--- config.mk ---
export PLATFORM = sky130hd
export DESIGN_NAME = mem_req_hold
export DESIGN_NICKNAME = d
export VERILOG_FILES = /design/src/rtl/mem_hold_pkg.sv /design/src/rtl/mem_strobe_hold.sv /design/src/rtl/mem_stall_gen.sv /design/src/rtl/mem_req_hold.sv
export SDC_FILE = /design/constraint.sdc
export NUM_CORES = 1
export LEC_CHECK = 0
export BUFFER_PORTS_ARGS = -buffer_cell sky130_fd_sc_hd__buf_2
export CAP_MARGIN = 20
export CORE_AREA = 2 2 39 41
export CTS_CLUSTER_SIZE = 12
export DETAILED_ROUTE_END_ITERATION = 8
export DIE_AREA = 0 0 41 43
export PLACE_DENSITY = 0.38
export REMOVE_ABC_BUFFERS = 1
export SLEW_MARGIN = 20
export SYNTH_ARGS = -nofsm -noshare
export SYNTH_HDL_FRONTEND = slang
export SYNTH_SLANG_ARGS = --single-unit
--- constraint.sdc ---
create_clock -name clk -period 2.5 [get_ports clk]
set_clock_uncertainty 0.05 [all_clocks]
set_input_delay 0.125 -clock clk [delete_from_list [all_inputs] [get_ports clk]]
set_output_delay 0.125 -clock clk [all_outputs]
set_load 0.05 [all_outputs]
--- src/rtl/mem_hold_pkg.sv ---
package mem_hold_pkg;
  localparam int unsigned CH_RD = 0;
  localparam int unsigned CH_WR = 1;
  localparam int unsigned NUM_CH = 2;
endpackage

--- src/rtl/mem_strobe_hold.sv ---
module mem_strobe_hold (
  input  logic clk,
  input  logic rst,
  input  logic req,
  input  logic defer_en,
  input  logic done,
  output logic strobe
);
  logic defer_q;
  logic strobe_q;

  always_ff @(posedge clk) begin
    if (rst) begin
      defer_q  <= 1'b0;
      strobe_q <= 1'b0;
    end else begin
      defer_q  <= req & defer_en;
      strobe_q <= (req & ~defer_en) | defer_q | (strobe_q & ~done);
    end
  end

  assign strobe = strobe_q;
endmodule

--- src/rtl/mem_stall_gen.sv ---
module mem_stall_gen #(
  parameter int unsigned NUM_CH = 2
) (
  input  logic              rst,
  input  logic [NUM_CH-1:0] held,
  input  logic              done,
  input  logic              wait_req,
  output logic              run
);
  logic busy;

  always_comb begin
    busy = |held;
    run  = rst | ~(busy & ~done & wait_req);
  end
endmodule

--- src/rtl/mem_req_hold.sv ---
module mem_req_hold
  import mem_hold_pkg::*;
(
  input  logic clk,
  input  logic rst,
  input  logic rd_req,
  input  logic wr_req,
  input  logic wait_req,
  input  logic mem_done,
  output logic mem_rd,
  output logic mem_wr,
  output logic run,
  output logic proto_err
);
  logic              wait_d;
  logic              err_q;
  logic [NUM_CH-1:0] req_vec;
  logic [NUM_CH-1:0] held_vec;

  always_comb begin
    req_vec        = '0;
    req_vec[CH_RD] = rd_req;
    req_vec[CH_WR] = wr_req & ~rd_req;
  end

  always_ff @(posedge clk) begin
    if (rst) begin
      wait_d <= 1'b0;
      err_q  <= 1'b0;
    end else begin
      wait_d <= wait_req;
      err_q  <= err_q | (rd_req & wr_req);
    end
  end

  for (genvar g = 0; g < NUM_CH; g++) begin : g_path
    mem_strobe_hold u_hold (
      .clk      (clk),
      .rst      (rst),
      .req      (req_vec[g]),
      .defer_en (wait_d),
      .done     (mem_done),
      .strobe   (held_vec[g])
    );
  end

  mem_stall_gen #(.NUM_CH(NUM_CH)) u_stall (
    .rst      (rst),
    .held     (held_vec),
    .done     (mem_done),
    .wait_req (wait_req),
    .run      (run)
  );

  assign mem_rd    = held_vec[CH_RD];
  assign mem_wr    = held_vec[CH_WR];
  assign proto_err = err_q;
endmodule

Word-level counts from Yosys, hierarchy flattened

Cells that the tools add are included.

Bitwise logic cells: 20
Reductions and logical operators: 1

Operators with widths:

| kind               | number |
|---|---|
| bitwise AND 1 bit  | 10 |
| bitwise OR 1 bit   | 6 |
| NOT 1 bit          | 4 |
| OR reduction 2 bit | 1 |

Input bits: 6
Word-level logic and storage cells: 27
Output and inout port bits: 4
Register bits after elaboration: 6

Longest topological paths before layout

Gate-level depths: netlist of run 1.

Word-level depth: 5
Depth in mapped cells: 2
Gate-level depth less buffers: 2

Modules after synthesis

Synthesis of run 1 repeated with hierarchy kept, for this count alone.

Cells, all modules: 24
Area total of the unflattened synthesis: 215.2 um^2

Modules (own cells, without submodules):

| module          | seq. area each (um^2) | area each (um^2) | instances | cells an instance |
|---|---|---|---|---|
| mem_strobe_hold | 40.0                  | 70.1             | 2         | 8 |
| mem_req_hold    | 40.0                  | 63.8             | 1         | 6 |
| mem_stall_gen   | 0.0                   | 11.3             | 1         | 2 |

Least setup slack after synthesis of run 1

OpenSTA, ideal clock, no wires.

Kind: register -> output
Start point: register g_path[0].u_hold.strobe_q
End point: output port run
Slack: 1.259 ns
Required time: 2.325 ns
Cell stages (with the launch flop): 3
Arrival time: 1.066 ns
Path buffers: 0
Cells stage by stage: dfxtp_1 > nand2b_1 > a21bo_2

Word-level cells in the longest chain between the ends: 5

RTL lines:

| what                           | RTL line              | text |
|---|---|---|
| start, declared                | mem_strobe_hold.sv:10 | `logic strobe_q;` |
| start signal, assigned         | mem_strobe_hold.sv:18 | `strobe_q <= (req & ~defer_en) \| defer_q \| (strobe_q & ~done);` |
| OR reduction 2 bit             | mem_stall_gen.sv:13   | `busy = \|held;` |
| bitwise AND 1 bit (2 in a row) | mem_stall_gen.sv:14   | `run = rst \| ~(busy & ~done & wait_req);` |
| NOT 1 bit                      | mem_stall_gen.sv:14   |  |
| bitwise OR 1 bit               | mem_stall_gen.sv:14   |  |
| end, declared                  | mem_req_hold.sv:12    | `output logic run,` |

Every way passes these cells.

Worst setup path in the final report of run 1

Same ends and word-level chain as after synthesis.

==> qor.txt, run 1 <==
Residual DRC: 0
Overall power: 0.000220 W
DRT Pass-1 Iters: 2
CP max stage cell: dfxtp_1
DIE HEIGHT: 43 microns
Dpl cells: 45
DP HPWL: 325 microns
Mapped Cells: 20
Final setup vio count: 0
Routability Congestion: 0.639
CP endpoint kind: output port
#FFs+latches synth: 6
Ys flop type: dfxtp_1
Fin util: 22.0%
Largest stage delay on the critical path: 0.32 ns
Worst path cell trace: nand2b_1, a21bo_2, buf_2
Top post-synthesis cells by area: dfxtp_1 55%, a31oi_1 5.8%, and4bb_2 5.8%, nand2b_1 5.8%, a21bo_2 4.6%
Fill cell count: 161
Top Ports: 10
Post-synth EDFFs: 0
Critical path arrival: 1.05 ns
Rel. slew slack: 83.5%
Cts bufs inserted: 3
CTS Root Cell: clkbuf_4
Worst-margin pin slew: 0.249 ns
Largest net degree at the start of global routing: 7
Delay-heaviest family, CP: flip-flops
Diode count: 0
Max Transition Viols Final: 0
VDD IR-drop max: 0.290 mV
Syn avg cell area: 10.8 sq um
Clock slew at reported path FFs: 0.04 ns
Die ar.: 1760 sq um
Mapped cell area: 216 sq um
Final cell count without fillers: 48
HP Class: input pin to flip-flop
Register area: 120 sq um
Count leader, synth: dfxtp_1
NumNets Final: 40
TritonCTS clock tree: done
Routed wire per std cell: 8.48 microns
Post-Synth XOR/XNOR Area: 0%
Setup TNS: 0 ns
CTS Hold Buffers Added: 0
Worst hold slack: 0.0723 ns
Clock Sinks: 6
RSZ-0062 raised after global routing: false
Initial antenna violation count: 0
Register area share after synthesis: 55.5%
Simple-Gate Fraction of Synth Area: 28.3%
Fin crit period: 1.22 ns
Footprint of the multi-input gates: 88.8 sq um
Clock tree buffer depth: 2
Antenna-violating nets left: 0
Combinational family with the most area after synthesis: simple AND/OR/NAND/NOR gates
First-pass GRT wire length: 621 microns
Clock Latency Late Sink: 0.24 ns
Top post-synthesis cells by count: 6 x dfxtp_1, 2 x a31oi_1, 2 x inv_1, 2 x nand2b_1
Layout cell share with drive strength beyond 1: 46.9%
PwrDens: 725 nW/um^2
Htree depth: 1
Vias: 182
Synth Area in Compound Gates: 12.7%
Post-CTS setup buffer count: 0
Adder-Cell Fraction of Synth Area: 0%
Layout area overhead: 40.5%
Max Cap Violations: 0
Yosys warns: 0
Leakage power: 0.134 nW
Overflow after GRT: 0
FFs w/ async S/R, synth: 0%
Initial core utilization: 15.6%
Period utilization: 48.8%
Die W: 41 microns
Vias/cell: 3.79
Final hold viol count: 0
Startpoint Class: flip-flop
Leading area contributor after synthesis: dfxtp_1
Mux cell area share after synthesis: 0%
Critical path data required time: 2.33 ns
Vias in the first global route: 166
Yosys cell types: 12
DRT iter0 DRCs: 2
Rows: 14
WP buf/inv: 1
Fmax: 819 MHz
Outcome: finished, final reports clean
Synth top area share: 55.5%
Gr usage total: 5.94%
Core area: 1380 sq um
Port Buffers: 9
CP Class: flip-flop to output port
Crit Path Max Fanout: 2
Final WL: 407 microns
Post-CTS Resized: 0
cell usage in the layout, fill, tap and decap left out:
master and n:
a21oi_1 1, buf_2 9, clkbuf_4 3, a31oi_1 2, a21bo_2 1, nand2b_1 2
dfxtp_1 6, and3b_2 1, nor2_1 1, nor2b_1 1, or3b_1 1, or2b_1 1
and4bb_2 1, inv_1 2
area by class of cell:
| type | count | share of cell area [%] |
|---|---|---|
| multi-input cells | 12 | 29.2 |
| flip-flops and latches | 6 | 39.5 |
| well taps | 16 | 6.58 |
| inverters | 2 | 2.47 |
| repair buffers | 9 | 14.8 |
| clock buffers | 3 | 7.41 |
cells by family (layout without fill, tap and decap cells):
family	Yosys count	count (layout)
AOI/OAI and AO/OA	4	4
buffers and inverters	2	14
DFF	6	6
and+or+nand+nor	8	8
worst paths after layout:
check                                               from                 endpoint  slack, ns  cells after the start
worst min register to register  g_path[0].u_hold.defer_q  g_path[0].u_hold.strobe       0.39                      2
worst max-delay path             g_path[0].u_hold.strobe                      run       1.28                      3
worst min-delay path                                 rst  g_path[0].u_hold.strobe       0.07                      2
worst max register to register                    wait_d  g_path[1].u_hold.strobe       1.54                      2
report_power, final:
| part | internal, W | switching (W) |
|---|---|---|
| registers | 0.000101 | 0.00000224 |
| clock network | 0.0000541 | 0.0000323 |
| logic | 0.0000106 | 0.0000203 |
| total | 0.000166 | 0.0000548 |
layer usage:
metal,vias up,GRT usage (%),part of all wire (%)
met5,-,0,0
met4,0,2.00,0
met3,0,7.85,17
met2,12,6.88,38
met1,75,6.17,44
li1,95,-,-
stage by stage:
stage | cell area, sq um | setup WS [ns]
floorplan | 216 | 1.26
global placement | 282 | 1.49
detailed placement | 282 | 1.49
CTS | 304 | 1.26
global route | 304 | 1.23
finish | 304 | 1.28
state kept, by name (all words and copies together) (netlist names):
signal                 cells
wait_d                     1
g_path.u_hold.defer_q      2
proto_err                  1
g_path.u_hold.strobe       2
Power figures use the tool's default switching activity.
==> run 2, diff against run 1 <==
--- a/config.mk
+++ b/config.mk
@@ -5,13 +5,14 @@
 export SDC_FILE = /design/constraint.sdc
 export NUM_CORES = 1
 export LEC_CHECK = 0
+export ABC_AREA = 1
 export BUFFER_PORTS_ARGS = -buffer_cell sky130_fd_sc_hd__buf_2
 export CAP_MARGIN = 20
 export CORE_AREA = 2 2 39 41
 export CTS_CLUSTER_SIZE = 12
 export DETAILED_ROUTE_END_ITERATION = 8
 export DIE_AREA = 0 0 41 43
-export PLACE_DENSITY = 0.38
+export PLACE_DENSITY = 0.4
 export REMOVE_ABC_BUFFERS = 1
 export SLEW_MARGIN = 20
 export SYNTH_ARGS = -nofsm -noshare
==> constraint.sdc (replaced) <==
create_clock -name clk -period 1.1 [get_ports clk]
set_clock_uncertainty 0.05 [all_clocks]
set_input_delay 0.055 -clock clk [delete_from_list [all_inputs] [get_ports clk]]
set_output_delay 0.055 -clock clk [all_outputs]
set_load 0.05 [all_outputs]
==> qor.txt, run 2 <==
Outcome: finished, final reports clean
Clock slew at reported path FFs: 0.05 ns (about the same)
Routability Congestion: 0.674 (+5.6%)
Core area: 1380 sq um (unchanged)
First-pass GRT wire length: 807 microns (+30%)
Clock Latency Late Sink: 0.24 ns (about the same)
Yosys cell types: 10 (-2)
Max Transition Viols Final: 0 (unchanged)
Final hold viol count: 0 (unchanged)
Post-CTS setup buffer count: 0 (unchanged)
Top post-synthesis cells by count: 6 x dfxtp_1, 6 x inv_1, 6 x nand2_1
Vias: 225 (+24%)
Yosys warns: 0 (unchanged)
Layout area overhead: 61.1%
CP endpoint kind: output port
Die W: 41 microns (unchanged)
Leakage power: 0.194 nW (+45%)
Overflow after GRT: 0 (unchanged)
CP Class: flip-flop to output port
Htree depth: 1 (unchanged)
Most common cell after layout, fill and taps aside: buf_2
Synth top area share: 53.3% (-2.2 points)
Cts bufs inserted: 3 (unchanged)
Port Buffers: 9 (unchanged)
Ys flop type: dfxtp_1
Rel. slew slack: 83.6% (about the same)
Top post-synthesis cells by area: dfxtp_1 53%, inv_1 10%, nand2_1 10%, nor2_1 6.7%, nand2_2 5.6%
Clock Sinks: 6 (unchanged)
Die ar.: 1760 sq um (unchanged)
Vias/cell: 3.63 (-4.3%)
Mapped cell area: 225 sq um (+4.0%)
Setup TNS: 0 ns (unchanged)
Final setup vio count: 0 (unchanged)
FFs w/ async S/R, synth: 0% (unchanged)
Clock tree buffer depth: 2 (unchanged)
Post-synth EDFFs: 0 (unchanged)
Rows: 14 (unchanged)
Leading area contributor after synthesis: dfxtp_1
DRT Pass-1 Iters: 2 (unchanged)
Critical path arrival: 0.93 ns (-0.12 ns)
NumNets Final: 54 (+35%)
Initial core utilization: 16.3% (+0.63 points)
RSZ-0062 raised after global routing: false
TritonCTS clock tree: done
DIE HEIGHT: 43 microns (unchanged)
Mapped Cells: 30 (+50%)
#FFs+latches synth: 6 (unchanged)
Footprint of the multi-input gates: 81.3 sq um (-8.5%)
Layout cell share with drive strength beyond 1: 39.1% (-7.7 points)
Vias in the first global route: 204 (+23%)
Max Cap Violations: 0 (unchanged)
Overall power: 0.000530 W (+140%)
Fill cell count: 154 (-4.3%)
Antenna-violating nets left: 0 (unchanged)
Top Ports: 10 (unchanged)
Diode count: 0 (unchanged)
Final WL: 477 microns (+17%)
Register area share after synthesis: 53.3% (-2.2 points)
Worst-margin pin slew: 0.248 ns (-0.000543 ns)
Syn avg cell area: 7.51 sq um (-31%)
CTS Root Cell: clkbuf_4
Residual DRC: 0 (unchanged)
Gr usage total: 7.74% (+1.8 points)
Startpoint Class: flip-flop
Initial antenna violation count: 0 (unchanged)
Routed wire per std cell: 7.69 microns (-9.3%)
PwrDens: 1460 nW/um^2 (+100%)
Period utilization: 94.0%
DP HPWL: 341 microns (+4.9%)
Highest-count cells in the layout ignoring fill and taps: 8 x buf_2, 6 x inv_1, 5 x nand2_1, 5 x dfxtp_1
Largest net degree at the start of global routing: 6 (-1)
Critical path data required time: 1.00 ns (-1.33 ns)
DRT iter0 DRCs: 2 (unchanged)
Crit Path Max Fanout: 2 (unchanged)
Fmax: 967 MHz
Register area: 121 sq um (+1.0%)
VDD IR-drop max: 0.485 mV (+67%)
HP Class: input pin to flip-flop
Fin crit period: 1.03 ns
run 2: kinds of logic after synthesis:
group	synth area share [%]
compound gates	2.22
buf+inv	11.7
flops	53.3
simple gates	32.8
run 2: power by group:
part	switching [W]	leakage, nW	internal, W
logic	0.0000577	0.130	0.0000340
clock network	0.0000805	0.0138	0.000123
registers	0.00000481	0.0498	0.000230
run 2: repair_timing:
action	in CTS	in global routing
gates cloned	0	0
hold buffers	4	0
resized for setup	1	3
endpoints found under the setup margin	1	1
endpoints found under the hold margin	2	0
run 2: metrics by stage:
stage	hold slack, ns	area [sq um]	worst slack (ns)	std cells	utilization, %
floorplan	0.0774	225	-0.127	30	-
detailed placement	0.235	290	0.228	55	21.0
finish	0.0175	363	0.0663	62	26.2
global route	0.0191	363	0.00810	62	26.2
global placement	0.248	290	0.209	55	21.0
CTS	0.0127	355	0.00958	62	25.7
run 2: worst paths after layout:
kind | startpoint | endpoint | slack [ns] | cells past startpoint
worst max register to register | wait_d | g_path[0].u_hold.strobe | 0.32 | 5
worst max-delay path | g_path[1].u_hold.strobe | run | 0.07 | 4
worst min-delay path | rd_req | g_path[0].u_hold.defer_q | 0.02 | 3
worst min register to register | proto_err | proto_err | 0.42 | 2
run 2: routing by layer:
metal	track usage [%]	wire, microns	vias to the layer above
li1	-	-	119
met2	9.06	195	10
met5	0	0	-
met1	8.71	218	96
met3	7.85	63	0
met4	4.00	0	0
run 2: final cells by class:
type / count / share of cell area (%)
multi-input cells: 17 / 22.4
clock buffers: 3 / 6.21
flip-flops and latches: 6 / 33.4
repair buffers: 13 / 25.2
inverters: 7 / 7.24
well taps: 16 / 5.52
run 2: critical path, cell delays in order (launching register included):
cell and delay (ns):
dfxtp_2 0.32, nand2_2 0.07, nand2_1 0.06, nand2_1 0.08
buf_6 0.16
